[src/rtl/eirq_pkg.sv]
package eirq_pkg;

   typedef enum logic [1:0] {
      SZ_BYTE  = 2'd0,
      SZ_HALF  = 2'd1,
      SZ_WORD  = 2'd2,
      SZ_DWORD = 2'd3
   } acc_size_e;

   typedef enum logic {
      CR_PEND = 1'b0,
      CR_MASK = 1'b1
   } cr_sel_e;

   localparam acc_size_e LEGAL_SIZE = SZ_WORD;

endpackage

[src/rtl/eirq_bus_port.sv]
module eirq_bus_port
   import eirq_pkg::*;
#(
   parameter int W = 32
) (
   input  logic         clk,
   input  logic         rst_n,
   input  logic         bus_valid,
   input  logic         bus_write,
   input  logic [1:0]   bus_size,
   input  logic [W-1:0] bus_wdata,
   input  logic [W-1:0] pend_q,
   output logic [W-1:0] set_vec,
   output logic         resp_valid,
   output logic         resp_err,
   output logic [W-1:0] resp_rdata
);
   localparam int IW = $clog2(W);

   logic          size_ok;
   logic          wr_ok;
   logic          rd_ok;
   logic [IW-1:0] num;

   assign size_ok = (acc_size_e'(bus_size) == LEGAL_SIZE);
   assign wr_ok   = bus_valid && bus_write && size_ok;
   assign rd_ok   = bus_valid && !bus_write && size_ok;
   assign num     = bus_wdata[IW-1:0];

   for (genvar b = 0; b < W; b++) begin : g_dec
      localparam logic [IW-1:0] NUM_B = IW'(W - 1 - b);
      assign set_vec[b] = wr_ok && (num == NUM_B);
   end

   always_ff @(posedge clk or negedge rst_n) begin
      if (!rst_n) begin
         resp_valid <= 1'b0;
         resp_err   <= 1'b0;
         resp_rdata <= '0;
      end else begin
         resp_valid <= bus_valid;
         resp_err   <= bus_valid && !size_ok;
         resp_rdata <= rd_ok ? pend_q : '0;
      end
   end

   // every request is answered on the following cycle
   assert_resp_follows_R4: assert property (@(posedge clk) disable iff (!rst_n)
      bus_valid |=> resp_valid);

   // an illegal size always produces an error response
   assert_bad_size_err_R5: assert property (@(posedge clk) disable iff (!rst_n)
      (bus_valid && !size_ok) |=> (resp_valid && resp_err));

endmodule

[src/rtl/eirq_pend_reg.sv]
module eirq_pend_reg #(
   parameter int W = 32
) (
   input  logic         clk,
   input  logic         rst_n,
   input  logic [W-1:0] set_vec,
   input  logic         clr_en,
   input  logic [W-1:0] clr_data,
   output logic [W-1:0] pend_q
);
   logic [W-1:0] clr_vec;

   assign clr_vec = clr_en ? clr_data : '0;

   always_ff @(posedge clk or negedge rst_n) begin
      if (!rst_n) pend_q <= '0;
      else        pend_q <= (pend_q & ~clr_vec) | set_vec;
   end

   // without a processor clear no pending bit is ever dropped
   assert_no_drop_R3: assert property (@(posedge clk) disable iff (!rst_n)
      !clr_en |=> ((pend_q & $past(pend_q)) == $past(pend_q)));

   // a bus set lands even when a clear hits the same bit
   assert_set_wins_R9: assert property (@(posedge clk) disable iff (!rst_n)
      (set_vec != '0) |=> ((pend_q & $past(set_vec)) == $past(set_vec)));

endmodule

[src/rtl/eirq_mask_reg.sv]
module eirq_mask_reg #(
   parameter int W = 32
) (
   input  logic         clk,
   input  logic         rst_n,
   input  logic         ld_en,
   input  logic [W-1:0] ld_data,
   output logic [W-1:0] mask_q
);
   always_ff @(posedge clk or negedge rst_n) begin
      if (!rst_n)     mask_q <= '0;
      else if (ld_en) mask_q <= ld_data;
   end

   // a load replaces the whole mask
   assert_mask_load_R7: assert property (@(posedge clk) disable iff (!rst_n)
      ld_en |=> (mask_q == $past(ld_data)));

endmodule

[src/rtl/eirq_line.sv]
module eirq_line #(
   parameter int W = 32
) (
   input  logic         clk,
   input  logic         rst_n,
   input  logic [W-1:0] pend_q,
   input  logic [W-1:0] mask_q,
   output logic         irq
);
   logic active;

   if (W == 64) begin : g_split
      logic lo_hit;
      logic hi_hit;
      assign lo_hit = |(pend_q[31:0]  & mask_q[31:0]);
      assign hi_hit = |(pend_q[63:32] & mask_q[63:32]);
      assign active = lo_hit | hi_hit;
   end else begin : g_flat
      assign active = |(pend_q & mask_q);
   end

   always_ff @(posedge clk or negedge rst_n) begin
      if (!rst_n) irq <= 1'b0;
      else        irq <= active;
   end

endmodule

[src/rtl/eirq_ctrl.sv]
module eirq_ctrl
   import eirq_pkg::*;
#(
   parameter int W = 32
) (
   input  logic         clk,
   input  logic         rst_n,
   input  logic         bus_valid,
   input  logic         bus_write,
   input  logic [1:0]   bus_size,
   input  logic [W-1:0] bus_wdata,
   output logic         bus_resp_valid,
   output logic         bus_resp_err,
   output logic [W-1:0] bus_rdata,
   input  logic         cr_wr,
   input  logic         cr_sel,
   input  logic [W-1:0] cr_wdata,
   output logic [W-1:0] cr_rdata,
   output logic         irq
);
   if (!(W == 32 || W == 64)) begin : g_bad_width
      $error("eirq_ctrl: W must be 32 or 64");
   end

   logic [W-1:0] pend_q;
   logic [W-1:0] mask_q;
   logic [W-1:0] set_vec;
   logic         clr_en;
   logic         ld_en;

   assign clr_en = cr_wr && (cr_sel_e'(cr_sel) == CR_PEND);
   assign ld_en  = cr_wr && (cr_sel_e'(cr_sel) == CR_MASK);

   eirq_bus_port #(.W(W)) u_bus (
      .clk        (clk),
      .rst_n      (rst_n),
      .bus_valid  (bus_valid),
      .bus_write  (bus_write),
      .bus_size   (bus_size),
      .bus_wdata  (bus_wdata),
      .pend_q     (pend_q),
      .set_vec    (set_vec),
      .resp_valid (bus_resp_valid),
      .resp_err   (bus_resp_err),
      .resp_rdata (bus_rdata)
   );

   eirq_pend_reg #(.W(W)) u_pend (
      .clk      (clk),
      .rst_n    (rst_n),
      .set_vec  (set_vec),
      .clr_en   (clr_en),
      .clr_data (cr_wdata),
      .pend_q   (pend_q)
   );

   eirq_mask_reg #(.W(W)) u_mask (
      .clk     (clk),
      .rst_n   (rst_n),
      .ld_en   (ld_en),
      .ld_data (cr_wdata),
      .mask_q  (mask_q)
   );

   eirq_line #(.W(W)) u_line (
      .clk    (clk),
      .rst_n  (rst_n),
      .pend_q (pend_q),
      .mask_q (mask_q),
      .irq    (irq)
   );

   assign cr_rdata = (cr_sel_e'(cr_sel) == CR_MASK) ? mask_q : pend_q;

   // the line tracks the enabled-pending state of the previous cycle
   assert_irq_tracks_R8: assert property (@(posedge clk) disable iff (!rst_n)
      1'b1 |=> (irq == |($past(pend_q) & $past(mask_q))));

   // a badly sized access with no processor write changes nothing
   assert_bad_size_quiet_R5: assert property (@(posedge clk) disable iff (!rst_n)
      (bus_valid && (acc_size_e'(bus_size) != LEGAL_SIZE) && !cr_wr)
         |=> ($stable(pend_q) && $stable(mask_q)));

endmodule

[config.mk]
export PLATFORM = sky130hd
export DESIGN_NAME = eirq_ctrl
export DESIGN_NICKNAME = d
export VERILOG_FILES = /design/src/rtl/eirq_pkg.sv /design/src/rtl/eirq_bus_port.sv /design/src/rtl/eirq_pend_reg.sv /design/src/rtl/eirq_mask_reg.sv /design/src/rtl/eirq_line.sv /design/src/rtl/eirq_ctrl.sv
export SDC_FILE = /design/constraint.sdc
export NUM_CORES = 1
export LEC_CHECK = 0
export BUFFER_PORTS_ARGS = -buffer_cell sky130_fd_sc_hd__buf_2
export CAP_MARGIN = 20
export CORE_UTILIZATION = 50
export CTS_BUF_LIST = sky130_fd_sc_hd__clkbuf_8
export CTS_CLUSTER_DIAMETER = 100
export DETAILED_ROUTE_END_ITERATION = 12
export MAX_ROUTING_LAYER = met4
export PLACE_DENSITY = 0.83
export SLEW_MARGIN = 15
export SYNTH_ARGS = -nofsm -noshare
export SYNTH_HDL_FRONTEND = slang
export SYNTH_SLANG_ARGS = --single-unit
[constraint.sdc]
create_clock -name clk -period 2.5 [get_ports clk]
set_input_delay 0.75 -clock clk [delete_from_list [all_inputs] [get_ports clk]]
set_output_delay 0.75 -clock clk [all_outputs]
set_load 0.05 [all_outputs]
Yosys cells after proc, flatten, opt, wreduce, memory -nomap -nowiden
Cells that the tools add are included.
{ "word_totals": {"reg_bits": 99, "elab_cells": 89, "out_inout_bits": 67, "in_bits": 72} }
{ "classes": {"n_eq_ne": 32, "mux": 3, "bitwise_logic": 5, "n_reduce_logical": 43} }
{ "ops": {"columns": ["operator", "n"], "rows": [
  ["$mux W32", 3],
  ["$eq A5 B5 Y1 const B", 16],
  ["$and A32 B32 Y32", 2],
  ["$eq A5 B4 Y1 const B", 8],
  ["$logic_and A1 B1 Y1", 39],
  ["$not A32 Y32", 1],
  ["$or A32 B32 Y32", 1],
  ["$reduce_or A32 Y1", 1],
  ["$eq A5 B3 Y1 const B", 4],
  ["$eq A5 B2 Y1 const B", 2],
  ["$eq A5 B1 Y1 const B", 1],
  ["$logic_not A5 Y1", 1],
  ["$eq A2 B2 Y1 const B", 1],
  ["$logic_not A1 Y1", 2],
  ["$not A1 Y1", 1]
]} }

Longest topological paths before layout
Gate-level depths: netlist of the first run.
{ "logic_depth": {"word_depth": 6, "mapped_depth": 6, "mapped_depth_nobuf": 3} }

Modules after synthesis
A second synthesis of the first run with hierarchy kept.
{ "hier_totals": {"hier_cells": 351, "area_unflattened_um2": 4777.1} }
{ "modules_own_cells": {"columns": ["mod", "area_each_um2", "n_inst", "cells_per_inst", "seq_area_each_um2"], "rows": [
  ["eirq_bus_port", 1510.2, 1, 124, 850.8],
  ["eirq_mask_reg", 1345.0, 1, 68, 800.8],
  ["eirq_pend_reg", 1194.9, 1, 99, 800.8],
  ["eirq_ctrl", 544.3, 1, 38, 0.0],
  ["eirq_line", 182.7, 1, 22, 25.0]
]} }

Worst setup path after synthesis of the first run
Ideal clock, no wire load.
{ "synth_path": {"kind": "in2out", "startpoint": "input cr_sel", "endpoint": "output cr_rdata[10]", "n_path_buf": 2, "arrival_time_ps": 1570, "stages": 3, "t_required_ps": 1750, "setup_slack_ps": 180, "cell_sequence": "buf_2 buf_2 mux2_2"} }
{ "synth_between": {"elab_chain_cells": 1} }
{ "synth_lines": {"columns": ["element", "line", "source"], "rows": [
  ["start, declared", "eirq_ctrl.sv:16", "input logic cr_sel,"],
  ["$mux W32", "eirq_ctrl.sv:73", "assign cr_rdata = (cr_sel_e'(cr_sel) == CR_MASK) ? mask_q : pend_q;"],
  ["end, declared", "eirq_ctrl.sv:18", "output logic [W-1:0] cr_rdata,"]
]} }
No other way between the ends.

Worst setup path after layout of the first run
{ "layout_path": {"startpoint": "input cr_sel", "endpoint": "output cr_rdata[4]"} }
Same word-level chain as after synthesis.

==> summary.md, run 1 <==
| Metric | Value |
|---|---|
| Status | `finished, final reports clean` |
| Max cap viols | `0` |
| Core Region | `8180 µm²` |
| GR Layer Usage met3 | `4.13%` |
| Post-Syn Instances | `320` |
| CTS buffer count | `9` |
| Max IR drop VDD | `0.365 mV` |
| Delay-heaviest family, CP | `buffers and inverters` |
| Cts repair resizes | `0` |
| R2R cell count | `3` |
| # diodes | `0` |
| Clk_skew | `0.0113 ns` |
| Initial Utilization | `51.6%` |
| Crit-path max cell delay | `0.37 ns` |
| Die W | `93.8 µm` |
| Area Overhead vs Synth | `22.0%` |
| Final Instance Area | `5140 µm²` |
| ANT nets after route | `0` |
| RD Place Congestion | `0.862` |
| Max frequency | `0.412 GHz` |
| Clk pin slew, worst setup/hold paths | `0.10 ns` |
| Worst min path class | `input pin to async pin` |
| CTS tree | `yes` |
| Synth warnings | `0` |
| WS Path Type | `input pin to output pin` |
| WL per Instance | `18.6 µm` |
| Worst EP required | `1.75 ns` |
| Main area contributors after synthesis | `dfrtp_1, mux2_2, and2_1` |
| # setup viols final | `0` |
| Final WL | `10.1 mm` |
| DRC Markers | `0` |
| Critical path data arrival time | `1.68 ns` |
| GR peak layer | `met2` |
| Largest net degree at the start of global routing | `54` |
| Startpoint Class | `input pin` |
| First-pass GRT wire length | `16.4 mm` |
| Router iterations before antenna repair | `4` |
| Hpwl dp | `7.24 mm` |
| Placed Area | `4940 µm²` |
| IO Pins | `139` |
| Worst slack, placed | `0.0785 ns` |
| Net Count, Synth | `392` |
| Syn_area_per_cell | `13.2 µm²` |
| Std-Cell Rows | `33` |
| Critical Path Sink Type | `output pin` |
| Min Tclk post-route | `2.43 ns` |
| Final Max Slew Viols | `0` |
| Synthesized cell area | `4220 µm²` |
| Worst r2r src | `u_pend.pend_q[24]$_DFF_PN0_` |
| WP buf/inv | `3` |
| Nets@finish | `507` |
| Reg2reg end | `u_line.irq$_DFF_PN0_` |
| Hold buffers post-CTS | `0` |
| Sequential share of the synthesized area | `58.8%` |
| Unrepaired setup endpoints after global routing | `false` |
| Top cell type's share of synthesized area | `58.8%` |
| Rel. slew slack | `55.2%` |
| Actual slew at the worst max-slew pin | `0.672 ns` |
| Sink Count | `99` |
| Lkg Pwr | `2.57 nW` |
| Vias in the first global route | `3060` |
| Setup TNS | `0 ns` |
| Critical Path, Cell by Cell | `buf_2 -> buf_12 -> mux2_2 -> buf_2` |
| Port Buffers | `111` |
| Reg-to-reg setup timing slack | `1.00 ns` |
| Pwr dens | `667 nW/µm²` |
| Initial antenna violation count | `0` |
| Deepest clock path buffer count | `2` |
| Most frequent CP cell | `buf_2` |
| Routed vias/inst | `5.59` |
| Tcrit/Tclk final | `97.1%` |
| Share of layout cells above drive strength 1 | `47.0%` |
| Largest area contributor in the netlist | `dfrtp_1` |
| Drt initial violations | `226` |
| Critical path depth | `4` |
| Crit-path max FO | `21` |
| GRT Util Overall | `25.6%` |
| Slowest CP cell | `mux2_2` |
| Setup bufs post-CTS | `0` |
| Synth unique cells | `24` |
| Via Count | `3045` |
| Gr ovfl total | `0` |
| H-tree depth | `3` |
| Die Ht | `93.8 µm` |
| Routing usage on met1 | `36.6%` |
| Grt met2 use | `37.2%` |
| #FFs+latches synth | `99` |
| PnR worst setup slack | `0.0724 ns` |
| Die area | `8800 µm²` |
| Clk root buf | `clkbuf_8` |
| Final Hold Viols | `0` |
| Clk Latency, worst-skew pair | `0.36 ns` |
==> cell usage in the layout, fill, tap and decap left out <==
| master | count |
|---|---|
| dfrtp_1 | 99 |
| nand3b_1 | 1 |
| buf_12 | 3 |
| or4b_4 | 3 |
| bufinv_16 | 1 |
| or4_1 | 2 |
| nand2_1 | 35 |
| a22o_1 | 12 |
| clkinvlp_4 | 2 |
| mux2_2 | 64 |
| nor2b_1 | 2 |
| clkinv_4 | 2 |
| nor3_1 | 1 |
| buf_2 | 110 |
| nand3_1 | 1 |
| a21boi_0 | 1 |
| buf_4 | 7 |
| nand4_1 | 4 |
| a32o_1 | 4 |
| clkbuf_8 | 10 |
| nor2b_2 | 1 |
| nor2_1 | 3 |
| and4bb_2 | 2 |
| nand2b_1 | 2 |
| or2_2 | 1 |
| inv_1 | 2 |
| and2_1 | 32 |
| o2bb2ai_1 | 16 |
| nand4b_4 | 1 |
| a22oi_1 | 16 |
==> kinds of logic (layout without fill, tap and decap cells) <==
group,count (synthesis),after routing,synth area share [%]
flip-flops,99,99,58.8
AND/OR/NAND/NOR,91,91,12.5
multiplexers,64,64,17.1
AO/OA/AOI/OAI,49,49,9.80
buffers and inverters,17,137,1.81
==> synth_stat cells (all sizes together) <==
master / count
or2: 1
inv: 1
and4bb: 2
nor2: 3
nand4b: 1
nand4: 4
nand2: 35
dfrtp: 99
nand3: 1
nand3b: 1
mux2: 64
o2bb2ai: 16
a32o: 4
a22oi: 16
or4: 2
nor2b: 3
a21boi: 1
nand2b: 2
or4b: 3
buf: 10
clkbuf: 6
nor3: 1
a22o: 12
and2: 32
==> worst reg2reg max path, stage by stage (launching register included) <==
cell and delay [ns]:
dfrtp_1 0.42, a22oi_1 0.26, nand4_1 0.16, or4_1 0.53
==> state kept, by name, indices dropped and copies added, names as in the netlist <==
name              flops
u_bus.resp_rdata     32
u_mask.mask_q        32
u_pend.pend_q        32
u_bus.resp_err        1
u_bus.resp_valid      1
u_line.irq            1
==> worst max-delay path by stage <==
stage / from / endpoint / slack [ns]
finish: cr_sel / cr_rdata[4] / 0.07
global route: cr_sel / cr_rdata[4] / 0.06
CTS: cr_sel / cr_rdata[4] / 0.07
detailed placement: cr_sel / cr_rdata[4] / 0.08
global placement: cr_sel / cr_rdata[4] / 0.09
floorplan: cr_sel / cr_rdata[10] / 0.18
==> layer usage <==
metal  wire length, µm  share of wire [%]
met4               102                1.0
met3               570                5.6
met1              4680                 46
met5                 0                  0
met2              4790                 47
==> through the flow <==
stage | std cells | utilization (%) | hold WS, ns | total power (W)
4_1_cts | 545 | 62.9 | 0.275 | 0.00345
6_report | 545 | 62.9 | 0.265 | 0.00343
3_5_place_dp | 529 | 60.4 | 0.518 | 0.00242
5_1_grt | 545 | 62.9 | 0.279 | 0.00356
3_3_place_gp | 529 | 60.4 | 0.508 | 0.00240
2_1_floorplan | 320 | - | 0.454 | 0.00221
==> area by class of cell <==
type	instances	area, µm²
well taps	105	131
inverters	1	3.75
clock inverters	6	66.3
fillers	653	3030
flip-flops and latches	99	2480
multi-input cells	204	1660
clock buffers	10	138
repair buffers	120	663
==> power by group <==
part / leakage (nW) / switching [W] / internal (W)
Combinational: 1.17 / 0.000406 / 0.000218
Sequential: 1.31 / 0.0000708 / 0.00169
Clock: 0.0999 / 0.000552 / 0.000490
Total: 2.57 / 0.00103 / 0.00240
Power figures use the tool's default switching activity.
==> run 2, diff against run 1 <==
- CORE_UTILIZATION: 50 -> 25
- PLACE_DENSITY: 0.83 -> 0.49
==> run 2 against run 1 <==
Net effect:
- clock power up 8%
- non-clock buffer count shrank 1
- die area grew 98%
- combinational power up 2%
- critical path type unchanged
- critical endpoint is now cr_rdata[1]
- largest cell class unchanged
- largest power group unchanged
==> summary.md, run 2 (same netlist as run 1, synthesis figures left out) <==
| Metric | Value |
|---|---|
| Max IR drop VDD | `0.283 mV (-22%)` |
| Placed cells | `643 (+22%)` |
| Placed Area | `5110 µm² (+3.5%)` |
| Initial Utilization | `25.5% (-26 points)` |
| Multi-input logic area | `1660 µm² (unchanged)` |
| H-tree depth | `3 (unchanged)` |
| FF+latch area | `2480 µm² (unchanged)` |
| Status | `finished, final reports clean` |
| Lkg Pwr | `2.59 nW (+0.83%)` |
| FILL cells | `1694 (+160%)` |
| Hpwl dp | `8.78 mm (+21%)` |
| PnR worst setup slack | `0.0811 ns (+0.00874 ns)` |
| Finished Layout Cells | `659 (+21%)` |
| Cts repair resizes | `0 (unchanged)` |
| Worst min path class | `input pin to async pin` |
| GRT Util Overall | `15.5% (-10 points)` |
| RD Place Congestion | `0.786 (-8.9%)` |
| Critical path data arrival time | `1.67 ns (about the same)` |
| DRC Markers | `0 (unchanged)` |
| # diodes | `0 (unchanged)` |
| # setup viols final | `0 (unchanged)` |
| Via Count | `2991 (-1.8%)` |
| Worst EP required | `1.75 ns (about the same)` |
| Critical Path Sink Type | `output pin` |
| Metal3 WL | `558 µm (-2.1%)` |
| DR top layer | `met4` |
| Tcrit/Tclk final | `96.8% (-0.35 points)` |
| Drt initial violations | `152 (-33%)` |
| WP buf/inv | `3 (unchanged)` |
| Final WL | `12.5 mm (+23%)` |
| Gr ovfl total | `0 (unchanged)` |
| Core Region | `16500 µm² (+100%)` |
| ANT nets after route | `0 (unchanged)` |
| Nets@finish | `506 (-0.20%)` |
| Initial antenna violation count | `0 (unchanged)` |
| Unrepaired setup endpoints after global routing | `false` |
| Clk Latency, worst-skew pair | `0.38 ns (+0.02 ns)` |
| Std-Cell Rows | `47 (+42%)` |
| Commonest non-fill, non-tap cell in the layout | `buf_2` |
| Crit-path max cell delay | `0.35 ns (-0.02 ns)` |
| Clk pin slew, worst setup/hold paths | `0.09 ns (about the same)` |
| Router iterations before antenna repair | `4 (unchanged)` |
| Die Ht | `132 µm (+41%)` |
| Max cap viols | `0 (unchanged)` |
| Worst slack, placed | `0.0734 ns (-0.00508 ns)` |
| Most frequent CP cell | `buf_2` |
| Setup bufs post-CTS | `0 (unchanged)` |
| Most frequent cells in the layout | `buf_2, dfrtp_1, mux2_2` |
| Hold buffers post-CTS | `0 (unchanged)` |
| Area Overhead vs Synth | `26.3%` |
| Startpoint Class | `input pin` |
| Slowest CP cell | `mux2_2` |
| CTS buffer count | `9 (unchanged)` |
| Vias in the first global route | `3126 (+2.2%)` |
| Routed vias/inst | `4.54 (-19%)` |
| CP startpoint | `cr_sel` |
| WL per Instance | `19.0 µm (+2.1%)` |
| Final Max Slew Viols | `0 (unchanged)` |
| Clk root buf | `clkbuf_8` |
| Rel. slew slack | `63.2% (+8.0 points)` |
| Min Tclk post-route | `2.42 ns (-0.00874 ns)` |
| R2R cell count | `3 (unchanged)` |
| Port Buffers | `111 (unchanged)` |
| IO Pins | `139 (unchanged)` |
| Delay-heaviest family, CP | `buffers and inverters` |
| Die area | `17400 µm² (+98%)` |
| WS Path Type | `input pin to output pin` |
| Largest regs | `u_bus.resp_rdata: 32 flops, u_mask.mask_q: 32 flops, u_pend.pend_q: 32 flops` |
| Setup TNS | `0 ns (unchanged)` |
| Worst r2r src | `u_pend.pend_q[24]$_DFF_PN0_` |
| CTS tree | `yes` |
| Crit-path max FO | `12 (-43%)` |
| Critical Path, Cell by Cell | `buf_2 -> buf_12 -> mux2_2 -> buf_2` |
| First-pass GRT wire length | `19.4 mm (+18%)` |
| Largest net degree at the start of global routing | `100 (+85%)` |
| Sink Count | `99 (unchanged)` |
| Clk_skew | `0.0137 ns (+0.00242 ns)` |
| Reg2reg end | `u_line.irq$_DFF_PN0_` |
| Met1 wire length | `5.73 mm (+22%)` |
| Die W | `132 µm (+41%)` |
| Pwr dens | `662 nW/µm² (-0.71%)` |
| Max frequency | `0.413 GHz (+0.36%)` |
| Final Instance Area | `5320 µm² (+3.5%)` |
| Final Hold Viols | `0 (unchanged)` |
| Deepest clock path buffer count | `2 (unchanged)` |
| Routed wl met2 | `6.15 mm (+28%)` |
| Reg-to-reg setup timing slack | `0.88 ns (-0.12 ns)` |
| Actual slew at the worst max-slew pin | `0.552 ns (-0.120 ns)` |
| Share of layout cells above drive strength 1 | `46.7% (-0.35 points)` |
## run 2: area by class of cell
type,count,area share [%]
flip-flops and latches,99,46.5
multi-input cells,204,31.3
repair buffers,119,13.0
well taps,220,5.17
clock buffers,9,2.33
clock inverters,7,1.60
inverters,1,0.0705
## run 2: worst max path at each step
stage | endpoint | slack (ns) | cells after the start
6_report | cr_rdata[1] | 0.08 | 4
5_1_grt | cr_rdata[22] | 0.05 | 4
4_1_cts | cr_rdata[29] | 0.07 | 4
3_5_place_dp | cr_rdata[29] | 0.07 | 4
3_3_place_gp | cr_rdata[29] | 0.07 | 4
2_1_floorplan | cr_rdata[10] | 0.18 | 3
## run 2: through the flow
step                      hold WS (ns)  power, W  utilization (%)
after global placement           0.510   0.00243             30.9
after detailed placement         0.522   0.00245             30.9
after floorplan                  0.454   0.00221                -
after global routing             0.441   0.00368             32.2
final                            0.431   0.00352             32.2
after CTS                        0.434   0.00358             32.2
## run 2: worst reg2reg max path, stage by stage (launching register included)
cell     delay (ns)
dfrtp_1        0.41
a22oi_1        0.32
nand4_1        0.21
or4_1          0.56
## run 2: power by group
group | leakage (nW) | switching [W] | internal [W]
sequential | 1.31 | 0.0000759 | 0.00169
clock | 0.112 | 0.000563 | 0.000554
combinational | 1.18 | 0.000416 | 0.000223
## run 2: layer usage
layer	vias to the layer above	global-route usage, %
li1	1387	-
met1	1517	20.0
met2	81	24.4
met3	6	4.11
met4	0	3.49
met5	-	-
==> run 3, diff against run 2 <==
- PLACE_DENSITY: 0.49 -> unset
- REMOVE_ABC_BUFFERS: unset -> 1
==> run 3 against run 2 <==
Net effect:
- global-route usage fell by 0.51 points
- hold slack worse by 0.14 ns
- die area stayed put
- combinational power shrank 0.6%
- wire length shrank 3.3%
- via count increased by 1.5%
- highest routed layer unchanged
- sequential share of layout area rose by 0.26 points
- non-clock buffer count up 3
- largest cell class unchanged
- maximum frequency shrank 0.43%
- clock power fell by 7%
- cell area decreased by 0.56%
- largest power group unchanged
==> summary.md, run 3 (same netlist as run 1, synthesis figures left out) <==
| Metric | Value |
|---|---|
| Status | `finished, final reports clean` |
| First-pass GRT wire length | `18.9 mm (-2.8%)` |
| Pwr dens | `648 nW/µm² (-2.1%)` |
| Worst EP required | `1.75 ns (about the same)` |
| Initial Utilization | `25.5% (unchanged)` |
| Clk_skew | `0.0145 ns (+0.000760 ns)` |
| Deepest clock path buffer count | `2 (unchanged)` |
| Share of layout cells above drive strength 1 | `47.3% (+0.59 points)` |
| Lkg Pwr | `2.57 nW (-0.68%)` |
| GRT Util Overall | `15.0% (-0.51 points)` |
| Final Hold Viols | `0 (unchanged)` |
| WS Path Type | `input pin to output pin` |
| Clk Latency, worst-skew pair | `0.38 ns (about the same)` |
| DRC Markers | `0 (unchanged)` |
| Nets@finish | `509 (+0.59%)` |
| Setup bufs post-CTS | `0 (unchanged)` |
| Via Count | `3035 (+1.5%)` |
| Max cap viols | `0 (unchanged)` |
| Critical path data arrival time | `1.68 ns (about the same)` |
| Worst min path class | `input pin to async pin` |
| Gr ovfl total | `0 (unchanged)` |
| Startpoint Class | `input pin` |
| RD Place Congestion | `0.750 (-4.5%)` |
| Crit-path max cell delay | `0.36 ns (about the same)` |
| Area Overhead vs Synth | `25.6%` |
| CTS tree | `yes` |
| Most frequent CP cell | `buf_2` |
| Die W | `132 µm (unchanged)` |
| Largest regs | `u_bus.resp_rdata: 32 flops, u_mask.mask_q: 32 flops, u_pend.pend_q: 32 flops` |
| H-tree depth | `3 (unchanged)` |
| Hpwl dp | `8.64 mm (-1.7%)` |
| Commonest non-fill, non-tap cell in the layout | `buf_2` |
| ANT nets after route | `0 (unchanged)` |
| CTS buffer count | `9 (unchanged)` |
| Unrepaired setup endpoints after global routing | `false` |
| Core Util, Final | `32.0% (-0.18 points)` |
| Setup TNS | `0 ns (unchanged)` |
| Actual slew at the worst max-slew pin | `0.426 ns (-0.126 ns)` |
| Hold buffers post-CTS | `0 (unchanged)` |
| Placed cells | `646 (+0.47%)` |
| Max IR drop VDD | `0.282 mV (-0.38%)` |
| IO Pins | `139 (unchanged)` |
| Final Max Slew Viols | `0 (unchanged)` |
| Slowest CP cell | `mux2_2` |
| Core Region | `16500 µm² (unchanged)` |
| Die Ht | `132 µm (unchanged)` |
| Final WL | `12.1 mm (-3.3%)` |
| Rel. slew slack | `71.5% (+8.3 points)` |
| # diodes | `0 (unchanged)` |
| Initial antenna violation count | `0 (unchanged)` |
| Clk pin slew, worst setup/hold paths | `0.10 ns (about the same)` |
| Port Buffers | `111 (unchanged)` |
| Min Tclk post-route | `2.43 ns (+0.0103 ns)` |
| Crit-path max FO | `18 (+6)` |
| Vias in the first global route | `3214 (+2.8%)` |
| Std-Cell Rows | `47 (unchanged)` |
| Critical Path, Cell by Cell | `buf_2 -> buf_12 -> mux2_2 -> buf_2` |
| Critical Path Sink Type | `output pin` |
| WL per Instance | `18.3 µm (-3.8%)` |
| Router iterations before antenna repair | `6 (+2)` |
| Clk root buf | `clkbuf_8` |
| Cts repair resizes | `0 (unchanged)` |
| # setup viols final | `0 (unchanged)` |
| Largest net degree at the start of global routing | `54 (-46%)` |
| Tcrit/Tclk final | `97.2% (+0.41 points)` |
| Most frequent cells in the layout | `buf_2, dfrtp_1, mux2_2` |
| Max frequency | `0.412 GHz (-0.43%)` |
| Routed vias/inst | `4.58 (+1.0%)` |
| Die area | `17400 µm² (unchanged)` |
| Finished Layout Cells | `662 (+0.46%)` |
| Drt initial violations | `125 (-18%)` |
| Sink Count | `99 (unchanged)` |
## run 3: per-stage QoR
step	total power, W	cell area (µm²)	hold WS, ns	worst slack [ns]
after global routing	0.00359	5290	0.301	0.0477
after CTS	0.00348	5290	0.288	0.0778
after detailed placement	0.00243	5100	0.517	0.0843
after global placement	0.00242	5100	0.507	0.0730
after floorplan	0.00220	4140	0.454	0.231
final	0.00343	5290	0.289	0.0708
## run 3: worst paths after layout
| path | startpoint | endpoint | slack [ns] | depth (start not counted) |
|---|---|---|---|---|
| worst max-delay path | cr_sel | cr_rdata[20] | 0.07 | 4 |
| worst min-delay path | rst_n | u_bus.resp_rdata[31]$_DFF_PN0_ | 0.29 | 1 |
| worst max register to register | u_pend.pend_q[16]$_DFF_PN0_ | u_line.irq$_DFF_PN0_ | 0.93 | 3 |
| worst min register to register | u_mask.mask_q[30]$_DFFE_PN0P_ | u_mask.mask_q[30]$_DFFE_PN0P_ | 0.54 | 1 |
| max in group asynchronous | rst_n | u_pend.pend_q[22]$_DFF_PN0_ | 1.56 | 2 |
| min in group clk | u_mask.mask_q[30]$_DFFE_PN0P_ | u_mask.mask_q[30]$_DFFE_PN0P_ | 0.54 | 1 |
## run 3: per-layer routing
| layer | vias up | part of all wire (%) | GRT usage, % |
|---|---|---|---|
| met5 | - | 0 | - |
| met4 | 0 | 1.2 | 4.65 |
| met3 | 13 | 3.7 | 3.04 |
| met2 | 82 | 47 | 23.5 |
| met1 | 1549 | 48 | 19.5 |
| li1 | 1391 | - | - |
## run 3: worst max-delay path: cells and delay by family
| kind | cells | cell delay, ns |
|---|---|---|
| buf+inv | 3 | 0.55 |
| mux | 1 | 0.36 |
## run 3: layout make-up
cell class,instances,area (µm²)
tap,220,275
timing repair buffer,122,678
inverter,1,3.75
multi-input combinational,204,1660
clock inverter,7,70.1
clock buffer,9,124
sequential,99,2480
fill,1682,11200
## run 3: power by group
part	internal, W	leakage (nW)	total (W)	switching (W)
logic	0.000219	1.18	0.000635	0.000416
registers	0.00169	1.31	0.00176	0.0000665
clock network	0.000459	0.0926	0.00104	0.000579
